$ cat src/rtl/wrst_pkg.sv
package wrst_pkg;

    localparam int T1_W   = 8;
    localparam int T2_W   = 5;
    localparam int TIME_W = T1_W + T2_W;
    localparam int CNT_W  = T1_W;

    typedef enum logic [1:0] {
        SEQ_IDLE,
        SEQ_DRAIN,
        SEQ_PIN,
        SEQ_HOLD
    } seq_state_e;

    // Field order follows the register: hold length on top, pin length below.
    typedef struct packed {
        logic [T2_W-1:0] hold_len;
        logic [T1_W-1:0] pin_len;
    } rst_time_t;

    typedef struct packed {
        logic busy;
        logic drain;
        logic drive;
    } seq_ctl_t;

    function automatic logic [CNT_W-1:0] at_least_one(input logic [CNT_W-1:0] v);
        return (v == '0) ? CNT_W'(1) : v;
    endfunction

endpackage

$ cat src/rtl/wrst_pin_sync.sv
module wrst_pin_sync #(
    parameter int SYNC_N = 2
) (
    input  logic clk,
    input  logic rst,
    input  logic pin_in,
    input  logic drv_low,
    output logic ext_low
);

    logic [SYNC_N-1:0] sync_q;
    logic [SYNC_N-1:0] drv_hist_q;

    always_ff @(posedge clk) begin
        if (rst) begin
            sync_q     <= '1;
            drv_hist_q <= '0;
        end else begin
            sync_q     <= {sync_q[SYNC_N-2:0], pin_in};
            drv_hist_q <= {drv_hist_q[SYNC_N-2:0], drv_low};
        end
    end

    // A low that still echoes our own drive through the flops is masked.
    assign ext_low = ~sync_q[SYNC_N-1] & ~drv_low & ~(|drv_hist_q);

endmodule

$ cat src/rtl/wrst_seq_fsm.sv
module wrst_seq_fsm
    import wrst_pkg::*;
#(
    parameter int DRAIN_MAX = 50,
    parameter int EXT_DRV   = 30
) (
    input  logic      clk,
    input  logic      rst,
    input  logic      start_int,
    input  logic      start_ext,
    input  logic      drain_ack,
    input  rst_time_t times,
    output seq_ctl_t  ctl
);

    localparam logic [CNT_W-1:0] DRAIN_LAST = CNT_W'(DRAIN_MAX - 1);
    localparam logic [CNT_W-1:0] EXT_LAST   = CNT_W'(EXT_DRV - 1);

    seq_state_e       state_q;
    logic [CNT_W-1:0] cnt_q;
    logic             ext_q;
    logic [CNT_W-1:0] pin_last;
    logic [CNT_W-1:0] hold_last;
    logic             phase_end;

    always_comb begin
        pin_last  = ext_q ? EXT_LAST : at_least_one(times.pin_len) - CNT_W'(1);
        hold_last = at_least_one(CNT_W'(times.hold_len)) - CNT_W'(1);
        case (state_q)
            SEQ_DRAIN: phase_end = drain_ack || (cnt_q >= DRAIN_LAST);
            SEQ_PIN:   phase_end = cnt_q >= pin_last;
            SEQ_HOLD:  phase_end = cnt_q >= hold_last;
            default:   phase_end = 1'b0;
        endcase
    end

    always_ff @(posedge clk) begin
        if (rst) begin
            state_q <= SEQ_IDLE;
            cnt_q   <= '0;
            ext_q   <= 1'b0;
        end else if (start_int) begin
            state_q <= SEQ_DRAIN;
            cnt_q   <= '0;
            ext_q   <= 1'b0;
        end else if (start_ext) begin
            state_q <= SEQ_PIN;
            cnt_q   <= '0;
            ext_q   <= 1'b1;
        end else if (phase_end) begin
            cnt_q <= '0;
            case (state_q)
                SEQ_DRAIN: state_q <= ext_q ? SEQ_HOLD : SEQ_PIN;
                SEQ_PIN:   state_q <= ext_q ? SEQ_DRAIN : SEQ_HOLD;
                default:   state_q <= SEQ_IDLE;
            endcase
        end else if (state_q != SEQ_IDLE) begin
            cnt_q <= cnt_q + CNT_W'(1);
        end
    end

    always_comb begin
        ctl.busy  = state_q != SEQ_IDLE;
        ctl.drain = state_q == SEQ_DRAIN;
        ctl.drive = state_q == SEQ_PIN;
    end

endmodule

$ cat src/rtl/wrst_lcpu_bank.sv
module wrst_lcpu_bank #(
    parameter int N_LCPU = 3
) (
    input  logic              clk,
    input  logic              rst,
    input  logic              busy,
    input  logic [N_LCPU-1:0] rel_wr,
    output logic [N_LCPU-1:0] hold
);

    for (genvar i = 0; i < N_LCPU; i++) begin : g_sub
        logic hold_q;
        always_ff @(posedge clk) begin
            if (rst || busy) begin
                hold_q <= 1'b1;
            end else if (rel_wr[i]) begin
                hold_q <= 1'b0;
            end
        end
        assign hold[i] = hold_q;
    end

endmodule

$ cat src/rtl/wrst_seq_top.sv
module wrst_seq_top
    import wrst_pkg::*;
#(
    parameter int N_SRC     = 4,
    parameter int N_LCPU    = 3,
    parameter int DRAIN_MAX = 50,
    parameter int EXT_DRV   = 30,
    parameter int SYNC_N    = 2
) (
    input  logic              clk,
    input  logic              por_rst,
    input  logic              tst_rst,
    input  logic [N_SRC-1:0]  warm_req,
    input  logic              pin_in,
    output logic              pin_drv_low,
    input  logic              drain_ack,
    output logic              drain_req,
    input  logic [TIME_W-1:0] rst_time_cfg,
    input  logic [N_LCPU-1:0] lcpu_rel_wr,
    output logic              io_tristate,
    output logic              host_rst,
    output logic              periph_rst,
    output logic [N_LCPU-1:0] lcpu_rst,
    output logic              rst_out,
    output logic              dbg_io_oe
);

    rst_time_t times;
    seq_ctl_t  ctl;
    logic      ext_low;
    logic      any_req;

    assign times   = rst_time_t'(rst_time_cfg);
    assign any_req = |warm_req;

    wrst_pin_sync #(.SYNC_N(SYNC_N)) u_sync (
        .clk     (clk),
        .rst     (por_rst),
        .pin_in  (pin_in),
        .drv_low (ctl.drive),
        .ext_low (ext_low)
    );

    wrst_seq_fsm #(.DRAIN_MAX(DRAIN_MAX), .EXT_DRV(EXT_DRV)) u_fsm (
        .clk       (clk),
        .rst       (por_rst),
        .start_int (any_req),
        .start_ext (ext_low),
        .drain_ack (drain_ack),
        .times     (times),
        .ctl       (ctl)
    );

    wrst_lcpu_bank #(.N_LCPU(N_LCPU)) u_lcpu (
        .clk    (clk),
        .rst    (por_rst),
        .busy   (ctl.busy),
        .rel_wr (lcpu_rel_wr),
        .hold   (lcpu_rst)
    );

    assign pin_drv_low = ctl.drive;
    assign drain_req   = ctl.drain;
    assign host_rst    = por_rst | ctl.busy;
    assign periph_rst  = host_rst;
    assign io_tristate = host_rst;
    assign rst_out     = host_rst;
    assign dbg_io_oe   = ~tst_rst;

endmodule

$ cat config.mk
export PLATFORM = sky130hd
export DESIGN_NAME = wrst_seq_top
export DESIGN_NICKNAME = d
export VERILOG_FILES = /design/src/rtl/wrst_pkg.sv /design/src/rtl/wrst_pin_sync.sv /design/src/rtl/wrst_seq_fsm.sv /design/src/rtl/wrst_lcpu_bank.sv /design/src/rtl/wrst_seq_top.sv
export SDC_FILE = /design/constraint.sdc
export NUM_CORES = 1
export LEC_CHECK = 0
export CAP_MARGIN = 20
export CORE_ASPECT_RATIO = 1.75
export CORE_MARGIN = 2
export CORE_UTILIZATION = 45
export CTS_CLUSTER_SIZE = 28
export DETAILED_ROUTE_END_ITERATION = 16
export GPL_TIMING_DRIVEN = 0
export PLACE_DENSITY = 0.73
export SYNTH_ARGS = -nofsm -noshare
export SYNTH_HDL_FRONTEND = slang
export SYNTH_HIERARCHICAL = 1
export SYNTH_SLANG_ARGS = --single-unit
$ cat constraint.sdc
create_clock -name clk -period 6.34 [get_ports clk]
set_input_delay 1.268 -clock clk [delete_from_list [all_inputs] [get_ports clk]]
set_output_delay 1.268 -clock clk [all_outputs]
set_load 0.02 [all_outputs]
Word level (Yosys, flattened, before mapping). Cells that the tools add are included.

Register bits: 18. Logic and storage cells: 46. Input bits: 25. Output and inout port bits: 10.

Add/subtract/negate cells: 3. Muxes and demuxes: 10. Eq/ne operators: 3. Reduce and logical (&&, ||, !) cells: 11. Order comparisons: 3. Bitwise operators: 7.

Operators by type and width (count): $ge 8x8->1 (2); $mux 8 (2); $sub 8x1->8 const B (2); $add 8x1->8 const B (1); $ge 8x6->1 const B (1); $logic_not 8->1 (1); $reduce_or 7->1 (1); $mux 2 (3); $logic_not 5->1 (1); $mux 5 (1); $reduce_or 5->1 (1); $eq 2x2->1 const B (2); $not 1->1 (4); $pmux 2 s2 (1); $reduce_bool 2->1 (2); $reduce_or 4->1 (1); $pmux 1 s3 (1); $reduce_bool 3->1 (1); $and 1x1->1 (2); $eq 2x1->1 const B (1); $logic_or 1x1->1 (2); $mux 1 (2); $reduce_or 2->1 (1); $or 1x1->1 (1).

Longest topological paths before layout. Gate-level depths: netlist (run 1).

Depth after elaboration: 9. Gate-level depth with buffers: 13. Gate-level depth less buffers: 13.

Hierarchy. The synthesis (run 1) kept the hierarchy.

Modules (own cells, without submodules): wrst_seq_fsm (area each 1234.9 µm², sequential area each 220.2 µm², cells each 151, instances 1); wrst_pin_sync (area each 117.6 µm², sequential area each 80.1 µm², cells each 9, instances 1); wrst_lcpu_bank (area each 115.1 µm², sequential area each 60.1 µm², cells each 13, instances 1); wrst_seq_top (area each 40.0 µm², sequential area each 0.0 µm², cells each 6, instances 1).

Worst setup path after synthesis (run 1). No wires, ideal clock.

Kind: input -> register. Start point: input port rst_time_cfg[2]. End point: register u_fsm.state_q[0]. Data required time: 6.237 ns. Slack: 2.506 ns. Arrival: 3.731 ns. Path buffers: 0. Library setup time: 0.103 ns. Stages: 11. Path through: nor4_1 > a31o_2 > inv_1 > ha_1 > or2_2 > ha_1 > o21ai_1 > a21oi_1 > o31ai_1 > a31oi_1 > a2111oi_2.

Word-level cells in the longest chain between the ends: 7.

Ends and longest elaborated chain: from (decl) (line wrst_seq_top.sv:18) `input logic [TIME_W-1:0] rst_time_cfg,`; $logic_not 8->1 (line wrst_pkg.sv:28) `return (v == '0) ? CNT_W'(1) : v;`; $mux 8 * (line wrst_pkg.sv:28); $sub 8x1->8 * (line wrst_seq_fsm.sv:27) `pin_last = ext_q ? EXT_LAST : at_least_one(times.pin_len) - CNT_W'(1);`; $mux 8 * (line wrst_seq_fsm.sv:27); $ge 8x8->1 * (line wrst_seq_fsm.sv:31) `SEQ_PIN: phase_end = cnt_q >= pin_last;`; $pmux 1 s3 * (line wrst_seq_fsm.sv:29) `case (state_q)`; $reduce_bool 3->1 (no line) *; to (signal assigned) (line wrst_seq_fsm.sv:53) `SEQ_DRAIN: state_q <= ext_q ? SEQ_HOLD : SEQ_PIN;`; to (signal assigned) (line wrst_seq_fsm.sv:54) `SEQ_PIN: state_q <= ext_q ? SEQ_DRAIN : SEQ_HOLD;`; to (decl) (line wrst_seq_fsm.sv:19) `seq_state_e state_q;`.

Mark *: on every way between the ends. The rest lies on a longest branch, timed or not. A chain may end at the register's enable or synchronous reset.

Final worst setup path (run 1).
Start point: input port rst_time_cfg[2]. End point: register u_fsm.cnt_q[6].

Word-level cells in the longest chain between the ends: 7.

Ends and longest elaborated chain: $logic_not 8->1 (line wrst_pkg.sv:28); $mux 8 * (line wrst_pkg.sv:28); $sub 8x1->8 * (line wrst_seq_fsm.sv:27); $mux 8 * (line wrst_seq_fsm.sv:27); $ge 8x8->1 * (line wrst_seq_fsm.sv:31); $pmux 1 s3 * (line wrst_seq_fsm.sv:29); $reduce_or 7->1 (no line) *; to (signal assigned) (line wrst_seq_fsm.sv:58) `cnt_q <= cnt_q + CNT_W'(1);`; to (decl) (line wrst_seq_fsm.sv:20) `logic [CNT_W-1:0] cnt_q;`.

Marked as above.

==> impl_summary.txt, run 1 <==
----------------------------------------------------
[Yosys]
  Number of enable-type register cells in the synthesized netlist ... 0
  Number of instances in the synthesized netlist ... about 180
  Cell variety after synth ... between 40 and 50
  Fraction of synthesis flops using an asynchronous set or reset pin ... 0%
  Sequential element share of the synthesized area ... 23.90%
  Commonest register cell after synthesis ... dfxtp_1
  Largest cells by area after synthesis ... dfxtp_1, ha_1, nor3_1
  FF+latch count, synth ... 18
  Post-synth top area share ... between 20% and 30%
  Count of synthesis-stage warnings from yosys ... 6
  Average instance area after synthesis ... ~8.4 um^2
  Cell taking the most area after synthesis ... dfxtp_1
  Mapped Area ... between 1500 and 2000 um^2

[Die]
  Cell Rows ... 27
  Vert. Die Dim ... 80.57 um
  Initial standard-cell utilization of the core ... roughly 47%
  Number of ports placed on the die boundary ... 35
  Core area ... about 3200 um^2
  Chip width ... around 48 um
  Area of the die ... around 3800 um^2

[Power and ir drop]
  Final Total Pwr ... approximately 0.28 mW
  Worst-case vdd ir drop ... roughly 0.074 mV
  Combinational cell fraction of total power ... approximately 24%
  Leakage power figure ... 0.8402 nW
  Sequential share of power ... between 40% and 50%
  Internal power component ... 0.2073 mW
  Pwr dens ... around 140 nW/um^2
  Switching share of power ... 25.73%
  Sw power ... 0.07182 mW
  Part of the power in the clock network ... roughly a third

[Routing]
  Routed wire length ... between 3 and 4 mm
  Routed len/inst ... 13.35 um
  Avg Vias per Cell ... roughly 5.3
  Number of iterations in the first detailed-routing pass ... 4
  Vias ... about 1400
  Detailed Route Iter0 Violations ... 22
  Post-route antenna net violation count ... 0
  DRC viols ... 0

[Global route]
  GRT Resource Usage Total ... between 15 and 20%
  Largest net degree at the start of global routing ... 11
  Remaining global-route overflow ... 0
  Number of global-route vias before repair ... about 1400
  Antenna violations before repair ... 0
  First-pass GRT wire length ... between 5 and 6 mm

[STA]
  Fraction of the cycle the final worst path needs ... slightly above 70%
  Count of endpoints failing hold in the final timing report ... 0
  Setup skew after layout ... 2.229 ps
  Setup_tns ... 0 ps
  Unrepaired setup endpoints after global routing ... false
  Tmin final ... about 4500 ps
  Pins over their slew limit ... 0
  Final Setup Violations ... 0
  Maximum clock frequency ... between 0.2 and 0.25 GHz
  Max-slew headroom ... between 50 and 60%
  Slew at the pin closest to its max-slew limit ... ~650 ps

[Layout]
  Number of antenna diodes ... 0
  Leading cell types in the layout, fill and taps excluded ... clkdlybuf4s50_1, ha_1, dfxtp_1
  Area growth, synth to finish ... 30.29%
  Commonest non-fill, non-tap cell in the layout ... clkdlybuf4s50_1
  Final #Nets ... approximately 270
  Fraction of final layout cells with drive strength greater than 1 ... under 10%

[Setup path]
  Data required time of the critical path ... 6510 ps
  Largest fanout on the critical path ... 8
  Arrival @ worst endpoint ... between 4000 and 5000 ps
  Kind of critical path ... in2reg
  Kind of capture point of the worst setup path ... flip-flop
  Nature of the critical path startpoint ... primary input

[CTS]
  Clock latency reported for the late side of the worst-skew pair ... ~260 ps
  Number of post-CTS setup repair buffers ... 0
  TritonCTS clock tree ... yes
  Maximum number of buffers from clock root to sink ... 2
  Number of gates resized after CTS ... 0
  Clock tree root driver cell ... clkbuf_8
  Clock-pin slew on the worst setup and hold paths ... around 70 ps
  Number of buffers created by CTS ... 3
  Htree depth ... 1
  Clock Sink Count ... 18
  Hold-fix buffer count after cts ... 0

[Place]
  GPL Wtd Cong ... approximately 0.83
  Total of buffers placed on input and output ports ... 34
  DP HPWL ... just under 3 mm

[Hold path]
  Path type of the worst min-delay path ... reg2reg

[Run]
  Max-cap violation count ... 0

[Status]
  Status ... finished, final reports clean

----------------------------------------------------
-- routing by layer --
| metal | global-route usage [%] | wire length [um] | up-vias |
|---|---|---|---|
| li1 | - | - | 702 |
| met1 | 18.56 | 1220 | 649 |
| met2 | 37.87 | 2051 | 32 |
| met3 | 2.472 | 121 | 10 |
| met4 | 10.54 | 105 | 0 |
| met5 | 0 | 0 | - |
-- cell type report --
cell class,instances,area (um^2)
Timing Repair Buffer,34,340.3
Clock buffer,4,55.05
Inverter,15,56.30
Sequential cell,18,360.3
Fill cell,312,1211
Buffer,8,52.55
Tap cell,43,53.80
Multi-Input combinational cell,140,1046
-- cells in the mapped netlist (3+ instances only) --
cell,number
xnor2_1,7
and3_1,3
nor3_1,15
dfxtp_1,18
xor2_1,7
a21oi_1,7
nand2b_1,3
ha_1,26
nand2_1,6
nor2b_1,4
buf_4,6
nor3b_1,3
o21ai_1,5
inv_1,15
nor2_1,16
-- worst max-delay path, stage by stage --
cell	delay, ps
clkdlybuf4s50_1	470
nor4_1	510
a31o_2	280
inv_1	50
ha_1	250
or2_2	270
ha_1	280
o21ai_1	110
a21oi_1	60
o31ai_1	550
a31oi_2	340
nor3_1	280
-- power by group through the flow --
stage                     clock network (mW)  registers, mW  logic (mW)
after global routing                   0.103          0.117      0.0741
after detailed placement                   0          0.119      0.0671
after CTS                             0.0984          0.117      0.0675
after floorplan                            0          0.119      0.0364
after global placement                     0          0.119      0.0646
final                                 0.0954          0.117      0.0672
-- path summary, 6_finish.rpt --
path                     from                to  slack, ps  cells after the start
max           rst_time_cfg[2]    u_fsm/cnt_q[6]       1790                     12
min          u_sync/sync_q[0]  u_sync/sync_q[1]        430                      1
max reg2reg       u_fsm/ext_q    u_fsm/cnt_q[6]       3780                      8
min reg2reg  u_sync/sync_q[0]  u_sync/sync_q[1]        430                      1
-- cells by family (layout without fill, tap and decap cells) --
kind of cell	Yosys count	in the layout	share of synthesized area, %
AND/OR/NAND/NOR	68	68	24.98
adder cells (fa/ha/maj)	26	26	21.58
AO/OA/AOI/OAI	27	27	12.61
flip-flops	18	18	23.90
buffers and inverters	23	61	7.219
other	1	3	0.2487
XOR/XNOR	14	14	8.133
multiplexers	2	2	1.328
-- metrics by stage --
stage | cells | hold slack, ps | cell area (um^2) | setup WS, ps | utilization (%)
after floorplan | 181 | 383.2 | 1515 | 2506 | -
after global placement | 258 | 403.7 | 1909 | 1697 | 60.13
after detailed placement | 258 | 412.8 | 1909 | 1563 | 60.13
after CTS | 262 | 437.5 | 1964 | 1819 | 61.86
after global routing | 262 | 439.3 | 1964 | 1569 | 61.86
final | 262 | 431.3 | 1964 | 1792 | 61.86
-- state kept, by name, indices dropped and copies added, names as in the netlist --
| name | count |
|---|---|
| u_fsm/cnt_q | 8 |
| u_lcpu/g_sub.hold_q | 3 |
| u_fsm/state_q | 2 |
| u_sync/drv_hist_q | 2 |
| u_sync/sync_q | 2 |
| u_fsm/ext_q | 1 |
No activity file was read; power rests on OpenSTA's default activity.
==> run 2, diff against run 1 <==
Settings changed: PLACE_DENSITY 0.73 to 0.76.
Clock period 6.34 ns to 3.85 ns, I/O delays scaled along.
==> impl_summary.txt, run 2 (synthesis gave the netlist of run 1 again) <==
----------------------------------------------------
[Place]
  DP HPWL ... roughly 2.6 mm
  Placed cell count ... between 200 and 300
  GPL Wtd Cong ... around 0.78
  Minimum setup slack after placement ... -426.8 ps
  Total of buffers placed on input and output ports ... 34
  Placed cell area ... between 1500 and 2000 um^2

[STA]
  Fraction of the cycle the final worst path needs ... 93.29%
  Final hold slack ... 444.1 ps
  Pins over their slew limit ... 0
  Final Setup Violations ... 0
  Setup skew after layout ... about 3.4 ps
  Count of endpoints failing hold in the final timing report ... 0
  Slew at the pin closest to its max-slew limit ... ~740 ps
  Unrepaired setup endpoints after global routing ... false
  Tmin final ... around 3600 ps
  Setup ws final ... 258.5 ps
  Maximum clock frequency ... 0.2784 GHz
  Max-slew headroom ... 50.00%

[Layout]
  Regs by FF count ... u_fsm/cnt_q (8), u_lcpu/g_sub.hold_q (3)
  Number of flip-flops in the largest register ... 8
  Area growth, synth to finish ... 32.95%
  Post-route standard cell area excluding fillers ... roughly 2000 um^2
  Commonest non-fill, non-tap cell in the layout ... clkdlybuf4s50_1
  Fraction of final layout cells with drive strength greater than 1 ... a little under a tenth
  Leading cell types in the layout, fill and taps excluded ... clkdlybuf4s50_1, ha_1, dfxtp_1
  Final #Nets ... ~270
  Top reg by flops ... u_fsm/cnt_q
  Number of antenna diodes ... 0
  Post-route insts no fill ... between 200 and 300

[Routing]
  Detailed route wirelength on metal3 ... around 48 um
  Highest metal layer used by the detailed router ... met4
  Length of routed met2 wiring ... approximately 1.9 mm
  Number of iterations in the first detailed-routing pass ... 4
  Detailed Route Iter0 Violations ... 15
  DRC viols ... 0
  Routed len/inst ... ~12 um
  Post-route antenna net violation count ... 0
  Routed wire length ... around 3.2 mm
  Vias ... about 1400
  Avg Vias per Cell ... slightly above 5
  Met1 wire length ... about 1.3 mm

[CTS]
  TritonCTS clock tree ... yes
  Htree depth ... 1
  Clock tree root driver cell ... clkbuf_8
  Clock-pin slew on the worst setup and hold paths ... about 70 ps
  Clock Sink Count ... 18
  Clock latency reported for the late side of the worst-skew pair ... 250 ps
  Hold-fix buffer count after cts ... 0
  Maximum number of buffers from clock root to sink ... 2
  Number of buffers created by CTS ... 3

[Setup path]
  Delay of the slowest cell on the worst path ... a little under 500 ps
  Source of the critical timing path ... rst_time_cfg[2]
  R2r startpoint ... u_fsm/cnt_q[0]
  Stages on worst setup path ... 14
  Kind of capture point of the worst setup path ... flip-flop
  Critical path's top delay family ... simple AND/OR/NAND/NOR gates
  Cell with the largest stage delay on the worst path ... clkdlybuf4s50_1
  Cells along the critical path ... clkdlybuf4s50_1, nor4_2, a31o_2, inv_1, ha_1, nand2_1, xnor2_1, nand2b_1, ha_1, nand3_1, nor3_1, o31ai_4, and3_1, a2111oi_2
  Nature of the critical path startpoint ... primary input
  Data required time of the critical path ... approximately 4000 ps
  Number of cells on the worst reg-to-reg path ... 7
  Critical register-to-register path endpoint ... u_fsm/state_q[0]
  Kind of critical path ... in2reg
  Buffering stage count on the worst path with inverters included ... 2
  Largest fanout on the critical path ... 5
  Arrival @ worst endpoint ... 3750 ps
  Capture point of the worst path ... u_fsm/state_q[0]
  Top cell by count, worst path ... ha_1
  Worst R2R Setup Slack ... approximately 1400 ps

[Global route]
  Antenna violations before repair ... 0
  Number of global-route vias before repair ... roughly 1300
  Remaining global-route overflow ... 0
  Largest net degree at the start of global routing ... 11
  First-pass GRT wire length ... 5.154 mm
  GRT Resource Usage Total ... between 15 and 20%

[Die]
  Area of the die ... a little under 4000 um^2
  Core area ... roughly 3200 um^2
  Cell Rows ... 27
  Vert. Die Dim ... between 80 and 90 um
  Number of ports placed on the die boundary ... 35
  Chip width ... around 48 um
  Initial standard-cell utilization of the core ... between 40% and 50%

[Run]
  Max-cap violation count ... 0

[Power and ir drop]
  Leakage power figure ... 0.8379 nW
  Worst-case vdd ir drop ... about 0.18 mV
  Pwr dens ... between 200 and 250 nW/um^2

[Status]
  Status ... finished, final reports clean

[Hold path]
  Path type of the worst min-delay path ... reg2reg

----------------------------------------------------
-- run 2: worst min-delay path by stage --
stage	from	end	slack, ps	cells past startpoint
2_1_floorplan	u_sync/sync_q[0]	u_sync/sync_q[1]	380	1
3_3_place_gp	u_sync/sync_q[0]	u_sync/sync_q[1]	410	1
3_5_place_dp	u_sync/sync_q[0]	u_sync/sync_q[1]	420	1
4_1_cts	u_sync/sync_q[0]	u_sync/sync_q[1]	450	1
5_1_grt	u_sync/sync_q[0]	u_sync/sync_q[1]	460	1
6_report	u_sync/sync_q[0]	u_sync/sync_q[1]	440	1
-- run 2: final cells by class --
cell class | count | area [um^2]
plain buffers | 8 | 52.55
clock buffers | 4 | 55.05
fillers | 299 | 1171
inverters | 15 | 56.30
multi-input cells | 140 | 1086
flip-flops and latches | 18 | 360.3
well taps | 43 | 53.80
repair buffers | 34 | 340.3
-- run 2: repair_timing --
| item | 4_1_cts | 5_1_grt |
|---|---|---|
| setup endpoints to repair | 9 | 9 |
| setup buffers | 0 | 0 |
| hold endpoints to repair | 0 | 0 |
| resized for setup | 1 | 4 |
-- run 2: report_power, final --
group	total, mW	leakage, nW	switching, mW	internal [mW]
Combinational	0.112	0.663	0.0507	0.0615
Sequential	0.192	0.146	0.00215	0.190
Clock	0.154	0.0288	0.0636	0.0908
-- run 2: per-stage QoR --
stage | util [%] | power, mW | setup TNS [ps]
CTS | 62.02 | 0.4613 | 0
global route | 63.12 | 0.4826 | 0
detailed placement | 60.13 | 0.3059 | -3772
finish | 63.12 | 0.4586 | 0
global placement | 60.13 | 0.3037 | -3191
floorplan | - | 0.2556 | 0
-- run 2: metal layers --
layer,global-route usage (%),vias to the layer above
li1,-,700
met1,18.00,633
met3,2.697,2
met2,34.27,20
met4,8.108,0
met5,0,-
